$ cat config.mk
export PLATFORM = sky130hd
export DESIGN_NAME = mux_bus_slave
export DESIGN_NICKNAME = d
export VERILOG_FILES = /design/src/rtl/mbs_pkg.sv /design/src/rtl/strobe_sync.sv /design/src/rtl/addr_ctrl.sv /design/src/rtl/reg_array.sv /design/src/rtl/mux_bus_slave.sv
export SDC_FILE = /design/constraint.sdc
export NUM_CORES = 1
export LEC_CHECK = 0
export BUFFER_PORTS_ARGS = -buffer_cell sky130_fd_sc_hd__buf_2
export CAP_MARGIN = 20
export CORE_ASPECT_RATIO = 1.2
export CORE_MARGIN = 1
export CORE_UTILIZATION = 55
export DETAILED_ROUTE_END_ITERATION = 6
export GPL_ROUTABILITY_DRIVEN = 0
export PLACE_DENSITY_LB_ADDON = 0.08
export SYNTH_ARGS = -nofsm -noshare
export SYNTH_HDL_FRONTEND = slang
export SYNTH_SLANG_ARGS = --single-unit
export TNS_END_PERCENT = 30
$ cat constraint.sdc
create_clock -name clk -period 2.1 [get_ports clk]
set_clock_uncertainty 0.2 [all_clocks]
set_input_delay 0.42 -clock clk [delete_from_list [all_inputs] [get_ports clk]]
set_output_delay 0.42 -clock clk [all_outputs]
set_load 0.02 [all_outputs]
$ cat src/rtl/mbs_pkg.sv
package mbs_pkg;

    // Decoded view of one synchronized strobe
    typedef struct packed {
        logic level;   // synchronized strobe level
        logic rise;    // single-cycle rising edge
        logic fall;    // single-cycle falling edge
    } strobe_ev_t;

    // Slot of each strobe inside the strobe vector
    localparam int STB_ALE = 0;
    localparam int STB_RD  = 1;
    localparam int STB_WR  = 2;
    localparam int STB_NUM = 3;

    // Address update chosen this cycle
    typedef enum logic [1:0] {
        ADDR_KEEP = 2'd0,
        ADDR_LOAD = 2'd1,
        ADDR_STEP = 2'd2
    } addr_op_e;

    function automatic addr_op_e pick_addr_op(input strobe_ev_t ale,
                                              input strobe_ev_t rd,
                                              input strobe_ev_t wr);
        if (ale.rise)
            return ADDR_LOAD;
        else if (rd.fall || wr.fall)
            return ADDR_STEP;
        else
            return ADDR_KEEP;
    endfunction

endpackage

$ cat src/rtl/strobe_sync.sv
module strobe_sync
    import mbs_pkg::*;
#(
    parameter int STAGES = 2
) (
    input  logic       clk,
    input  logic       rst,
    input  logic       strobe_i,
    output strobe_ev_t ev_o
);
    logic [STAGES-1:0] chain_q;
    logic              last_q;

    generate
        if (STAGES == 1) begin : g_one
            always_ff @(posedge clk) begin
                if (rst) chain_q <= '0;
                else     chain_q <= strobe_i;
            end
        end else begin : g_many
            always_ff @(posedge clk) begin
                if (rst) chain_q <= '0;
                else     chain_q <= {chain_q[STAGES-2:0], strobe_i};
            end
        end
    endgenerate

    always_ff @(posedge clk) begin
        if (rst) last_q <= 1'b0;
        else     last_q <= chain_q[STAGES-1];
    end

    always_comb begin
        ev_o.level = chain_q[STAGES-1];
        ev_o.rise  = chain_q[STAGES-1] & ~last_q;
        ev_o.fall  = ~chain_q[STAGES-1] & last_q;
    end
endmodule

$ cat src/rtl/addr_ctrl.sv
module addr_ctrl
    import mbs_pkg::*;
#(
    parameter int ADDR_W   = 4,
    parameter int ADDR_INC = 1
) (
    input  logic              clk,
    input  logic              rst,
    input  strobe_ev_t        ale_ev,
    input  strobe_ev_t        rd_ev,
    input  strobe_ev_t        wr_ev,
    input  logic [ADDR_W-1:0] load_val,
    output logic [ADDR_W-1:0] addr_o
);
    localparam logic [ADDR_W-1:0] STEP = ADDR_W'(ADDR_INC);

    addr_op_e op;

    always_comb op = pick_addr_op(ale_ev, rd_ev, wr_ev);

    always_ff @(posedge clk) begin
        if (rst) begin
            addr_o <= '0;
        end else begin
            unique case (op)
                ADDR_LOAD: addr_o <= load_val;
                ADDR_STEP: addr_o <= addr_o + STEP;
                default:   addr_o <= addr_o;
            endcase
        end
    end
endmodule

$ cat src/rtl/reg_array.sv
module reg_array #(
    parameter int DATA_W = 8,
    parameter int DEPTH  = 16,
    localparam int AW    = $clog2(DEPTH)
) (
    input  logic              clk,
    input  logic              rst,
    input  logic              we,
    input  logic [AW-1:0]     addr,
    input  logic [DATA_W-1:0] wdata,
    output logic [DATA_W-1:0] rdata
);
    logic [DATA_W-1:0] mem_q [DEPTH];

    always_ff @(posedge clk) begin
        if (rst) begin
            for (int i = 0; i < DEPTH; i++) mem_q[i] <= '0;
        end else if (we) begin
            mem_q[addr] <= wdata;
        end
    end

    assign rdata = mem_q[addr];
endmodule

$ cat src/rtl/mux_bus_slave.sv
module mux_bus_slave
    import mbs_pkg::*;
#(
    parameter int DATA_W      = 8,
    parameter int NUM_REGS    = 16,
    parameter int ADDR_INC    = 1,
    parameter int SYNC_STAGES = 2
) (
    input  logic              clk,
    input  logic              rst,
    input  logic              ale_i,
    input  logic              rd_i,
    input  logic              wr_i,
    input  logic [DATA_W-1:0] bus_i,
    output logic [DATA_W-1:0] bus_o,
    output logic              bus_oe
);
    localparam int ADDR_W = $clog2(NUM_REGS);

    logic [STB_NUM-1:0] raw_stb;
    strobe_ev_t         evs [STB_NUM];
    strobe_ev_t         ale_ev, rd_ev, wr_ev;
    logic [ADDR_W-1:0]  cur_addr;
    logic [DATA_W-1:0]  rd_data;

    always_comb begin
        raw_stb          = '0;
        raw_stb[STB_ALE] = ale_i;
        raw_stb[STB_RD]  = rd_i;
        raw_stb[STB_WR]  = wr_i;
    end

    genvar gi;
    generate
        for (gi = 0; gi < STB_NUM; gi++) begin : g_sync
            strobe_sync #(.STAGES(SYNC_STAGES)) u_sync (
                .clk      (clk),
                .rst      (rst),
                .strobe_i (raw_stb[gi]),
                .ev_o     (evs[gi])
            );
        end
    endgenerate

    assign ale_ev = evs[STB_ALE];
    assign rd_ev  = evs[STB_RD];
    assign wr_ev  = evs[STB_WR];

    addr_ctrl #(.ADDR_W(ADDR_W), .ADDR_INC(ADDR_INC)) u_addr (
        .clk      (clk),
        .rst      (rst),
        .ale_ev   (ale_ev),
        .rd_ev    (rd_ev),
        .wr_ev    (wr_ev),
        .load_val (bus_i[ADDR_W-1:0]),
        .addr_o   (cur_addr)
    );

    reg_array #(.DATA_W(DATA_W), .DEPTH(NUM_REGS)) u_regs (
        .clk   (clk),
        .rst   (rst),
        .we    (wr_ev.rise),
        .addr  (cur_addr),
        .wdata (bus_i),
        .rdata (rd_data)
    );

    assign bus_oe = rd_ev.level;
    assign bus_o  = rd_ev.level ? rd_data : '0;
endmodule

; Yosys cells after proc, flatten, opt, wreduce, memory -nomap -nowiden
; Memory sizes are Yosys's and may differ from the RTL's. A register that Yosys moved wholly into a read port is not among the register bits.
; Index checks and enable logic that the tools add are counted.
[classes]
add_sub_neg = 1
mul = 0
div = 0
order_cmp = 0
n_eq_ne = 2
shifts = 0
n_mux = 14
n_bitwise = 8
n_reduce_logical = 3
[op_table]
columns = op, count
row1 = $mux W8, 2
row2 = $mux W4, 3
row3 = $pmux W4 S2, 1
row4 = $reduce_or A8 Y1, 1
row5 = $mux W1, 6
row6 = $add A4 B1 Y4 const B, 1
row7 = $and A1 B1 Y1, 4
row8 = $mux W2, 2
row9 = $not A1 Y1, 4
row10 = $eq A2 B1 Y1 const B, 1
row11 = $eq A2 B2 Y1 const B, 1
row12 = $reduce_bool A2 Y1, 1
row13 = $logic_or A1 B1 Y1, 1
[totals]
reg_bits = 13
latch_bits = 0
ram_bits = 128
mem_bits_ro = 0
output_inout_bits = 9
mem_count = 1
[memory_table]
columns = memory, words, word_bits, read_ports, rd_ports_with_merged_regs, wr, line
row1 = u_regs.mem_q, 16, 8, 1, 1, 16, reg_array.sv:13  ; logic [DATA_W-1:0] mem_q [DEPTH];

; Longest topological paths before layout
[logic_depth]
ltp_word = 9
ltp_mapped = 7
mapped_depth_nobuf = 5

; Cells and area by module
; A second synthesis with hierarchy kept.
[hier_totals]
cells_unflattened = 435
hier_area_um2 = 6432.4
[modules_own_cells]
columns = module, instances, cells_per_inst, area_each_um2
row1 = reg_array, 1, 376, 5880.6
row2 = strobe_sync, 3, 9, 98.8
row3 = addr_ctrl, 1, 24, 205.2
row4 = mux_bus_slave, 1, 8, 50.0

; Worst setup path after synthesis
; No wires, ideal clock.
[synth_timing]
path_type = reg-to-output
start = register (tool-made name)
end = output bus_o[1]
t_arrival_ns = 1.543
slack_ns = -0.063
path_stages_with_launch = 7
cell_sequence = dfxtp_1 buf_6 buf_12 buf_6 mux2i_1 a22o_1 o31ai_1
[synth_lines]
columns = item, line
row1 = to (decl), mux_bus_slave.sv:15  ; output logic [DATA_W-1:0] bus_o,

==> results.md <==
- Req. time, crit path: ~1.5 ns
- R2R Path Start: g_sync[2].u_sync.chain_q[1]$_SDFF_PP0_
- Critical R2R Capture: u_regs.mem_q[11][6]$_SDFFCE_PN0P_
- Crit-path cells: buf_12 > mux4_2 > o2111ai_4 > o31ai_2 > buf_4
- EDFF count, synth: 128
- Vias in the first global route: 4153
- GRT overflow: 0
- CP startpoint kind: flop
- Endpoints failing setup: 8
- Clock root buffer: clkbuf_16
- Share of cells above drive strength 1: 0.256
- Final-layout fill cell count: 881
- Post-placement cell area: 7150 um^2
- WL/cell: 20.8 um
- Synth Flop Type: edfxtp_1
- Biggest area consumer among synthesized cells: edfxtp_1
- Crit Path Max Fanout: 6
- Area contributors post-synth: edfxtp_1 58%, and2_1 12%, mux2i_1 6.8%
- Slowest CP cell: mux4_2
- Most common cell in the netlist: and2_1
- Final Hold Fails: 0
- # clock sinks: 145
- Fin nets: 562
- Hold path start: wr_i
- CP arrival: about 2.0 ns
- Power Total: 6.69 mW
- Die Height: 122 um
- Global-route wire length before repair: 22.7 mm
- CTS tree: done
- # DRC: 0
- CTS Buffer Depth: 2
- Max-Slew Margin vs Limit: 0.562
- Register area share after synthesis: 0.629
- Vias/cell: 5.54
- Maximum clock rate: between 0.3 and 0.4 GHz
- Distinct cell type count after synthesis: 33
- Routed vias: 3963
- Sequential power share: 0.491
- DP Worst Slack: -0.246 ns
- H-tree Lvls: 4
- PD cells: 843 nW/um^2
- Syn_nets: 505
- Minimum clock period after layout: 2.64 ns
- Status: complete, but fails checks
- Global Route met3 Usage: 0.0507
- Hold Buf Count CTS: 0
- Area share of and/or/nand/nor cells after synthesis: 0.193
- Share of the synthesized area in the top cell type: 0.578
- R2R setup slack: 0.17 ns
- Clk slew on worst S/H paths: 0.06 ns
- Crit Path Category: reg -> out
- Slowest cell delay on critical path: 0.53 ns
- Combinational fraction of design power: 0.079
- Async S/R FF share, synth: 0
- Post-DRT Antenna Nets: 0
- Syn avg cell area: 13.6 um^2
- Static Leak: approximately 3 nW
- IO Count: 22
- Worst hold path class: in -> reg
- Netlist Area Pre-Place: 6650 um^2
- Initial Util: 0.569
- Largest family of logic cells by synthesized area: simple AND/OR/NAND/NOR gates
- Hold Path End: g_sync[2].u_sync.chain_q[0]$_SDFF_PP0_
- Fin crit share: 1.26
- DIE AREA: between 10000 and 15000 um^2
- Pre-Repair DR Iteration Count: 4
- Failing checks: negative setup slack
- Met2 usage: 0.459
- Int Power: between 5 and 6 mW
- GRT busiest layer: met2
- Final Cell Area: 7940 um^2
- Switching part of the total: 0.220
- Mux cell area share after synthesis: 0.104
- HPWL reported at the end of detailed placement: 10.1 mm
- Core area: 11700 um^2
- Crit. End Element: output pin
- Peak VDD IR: 0.634 mV
- Worst Hold Depth: 2
- WL final: 14.9 mm
- YS warnings: 0
- DRT iter0 DRCs: 249
- Initial antenna violation count: 0
- Reg2Reg Depth: 4
- Worst skew pair latency: 0.41 ns
- Final Max Slew Viols: 0
- #FFs+latches synth: 145
- Clk pwr share: 0.430
- List of most frequent post-synthesis cells: 129 x and2_1, 128 x edfxtp_1, 45 x mux2i_1
- GR Util met1: 0.310
- Max_cap viols: 0
- Final core utilization: 0.680
- Synth Area in Adders: 0.00753
- Row Count: 43
- Post-synthesis compound-gate area fraction: 0.0393
- IO Port Bufs: 21
- Largest net degree at the start of global routing: 30
- Slew @ Worst Pin: 0.655 ns
- Gr usage total: 0.261
- RSZ-0062 raised after global routing: yes
- TritonCTS Buffers: 17
- Worst Slack Setup Final: -0.543 ns
- Sw Pwr: 1.47 mW
- Die W: 102 um
- Synth Instances: 488
- Post-Synth XOR/XNOR Area: 0.00264
- Ant diodes: 0
- Layout area overhead: 19.4%
metrics by stage:
| step | TNS (ns) | std cells | hold WS [ns] |
|---|---|---|---|
| final | -4.19 | 715 | 0.0156 |
| after global routing | -4.70 | 715 | 0.0227 |
| after CTS | -4.33 | 713 | 0.00814 |
| after detailed placement | -1.34 | 679 | 0.228 |
| after global placement | -1.31 | 679 | 0.229 |
| after floorplan | -0.341 | 488 | 0.214 |
worst max-delay path: cells and delay by family (launching register included):
| family | cells | cell delay (ns) |
|---|---|---|
| multiplexers | 1 | 0.53 |
| AO/OA/AOI/OAI | 2 | 0.35 |
| flip-flops | 1 | 0.41 |
| buffers and inverters | 2 | 0.32 |
how the worst max path moves through the flow:
stage / slack [ns] / cells past startpoint / startpoint / to
after floorplan: -0.06 / 7 / flop / bus_o[2]
after global placement: -0.28 / 8 / flop / bus_o[3]
after detailed placement: -0.25 / 8 / flop / bus_o[3]
after CTS: -0.57 / 8 / flop / bus_o[3]
after global routing: -0.60 / 6 / flop / bus_o[2]
final: -0.54 / 5 / flop / bus_o[6]
state kept, by name (all words and copies together), names as in the netlist, named ones only:
name / count
u_addr.addr_o: 4
u_regs.mem_q: 128
g_sync.u_sync.last_q: 3
g_sync.u_sync.chain_q: 6
kinds of logic (layout without fill, tap and decap cells):
family                     count (synthesis)  count (layout)
buffers and inverters                     28              98
DFF                                      145             145
muxes                                     55              55
and+or+nand+nor                          217             217
adders and majority gates                  4               4
xor gates and xnor gates                   2               2
AOI/OAI and AO/OA                         37              37
layout by cell type (no fill, tap or decap), types with 2 or more instances in the layout:
cell type     n
o31ai_2       2
nor2_1       17
dfxtp_1      16
clkbuf_16    19
clkinv_2      4
clkinvlp_4    3
nand3_2       4
and2_1      129
buf_12        3
a211oi_1      3
xor2_1        2
buf_6         2
o2111ai_4     2
mux4_1        3
o21ai_2       2
mux2i_1      39
buf_4        42
mux2i_2       4
mux2i_4       2
nand3_1       3
nand2b_1      5
inv_1         2
a22oi_1      17
clkbuf_1      3
nand2b_4      4
o21ai_0       5
or2_2        16
clkbuf_8      2
a22o_1        2
mux4_2        7
nand2_1      16
nor3_2        3
edfxtp_1    128
nor2b_1      15
buf_2        15
ha_1          4
final cells by class:
class                           instances  area [um^2]  share of cell area
Sequential cell                       145         4190               0.528
Multi-Input combinational cell        315         2450               0.309
Timing Repair Buffer                   64          526              0.0662
Clock buffer                           23          489              0.0616
Tap cell                              157          196              0.0247
Clock inverter                          9         81.3              0.0102
Inverter                                2         7.51            0.000946
power by group through the flow:
stage / clock [mW] / sequential (mW) / combinational (mW)
after floorplan: 0 / 3.32 / 0.309
after global placement: 0 / 3.34 / 0.470
after detailed placement: 0 / 3.34 / 0.476
after CTS: 2.90 / 3.28 / 0.513
after global routing: 3.03 / 3.29 / 0.564
final: 2.88 / 3.28 / 0.528
what timing repair did:
action                     in CTS  in global routing
gates cloned                    0                  1
setup endpoints to repair       8                  8
pin swaps                       2                  4
gates resized for setup        26                 11
setup buffers                   2                  1
metal layers:
metal	up-vias	share of wire
li1	1863	-
met1	1971	0.41
met2	99	0.52
met3	30	0.034
met4	0	0.031
met5	-	0
(Power assumes the default switching activity.)
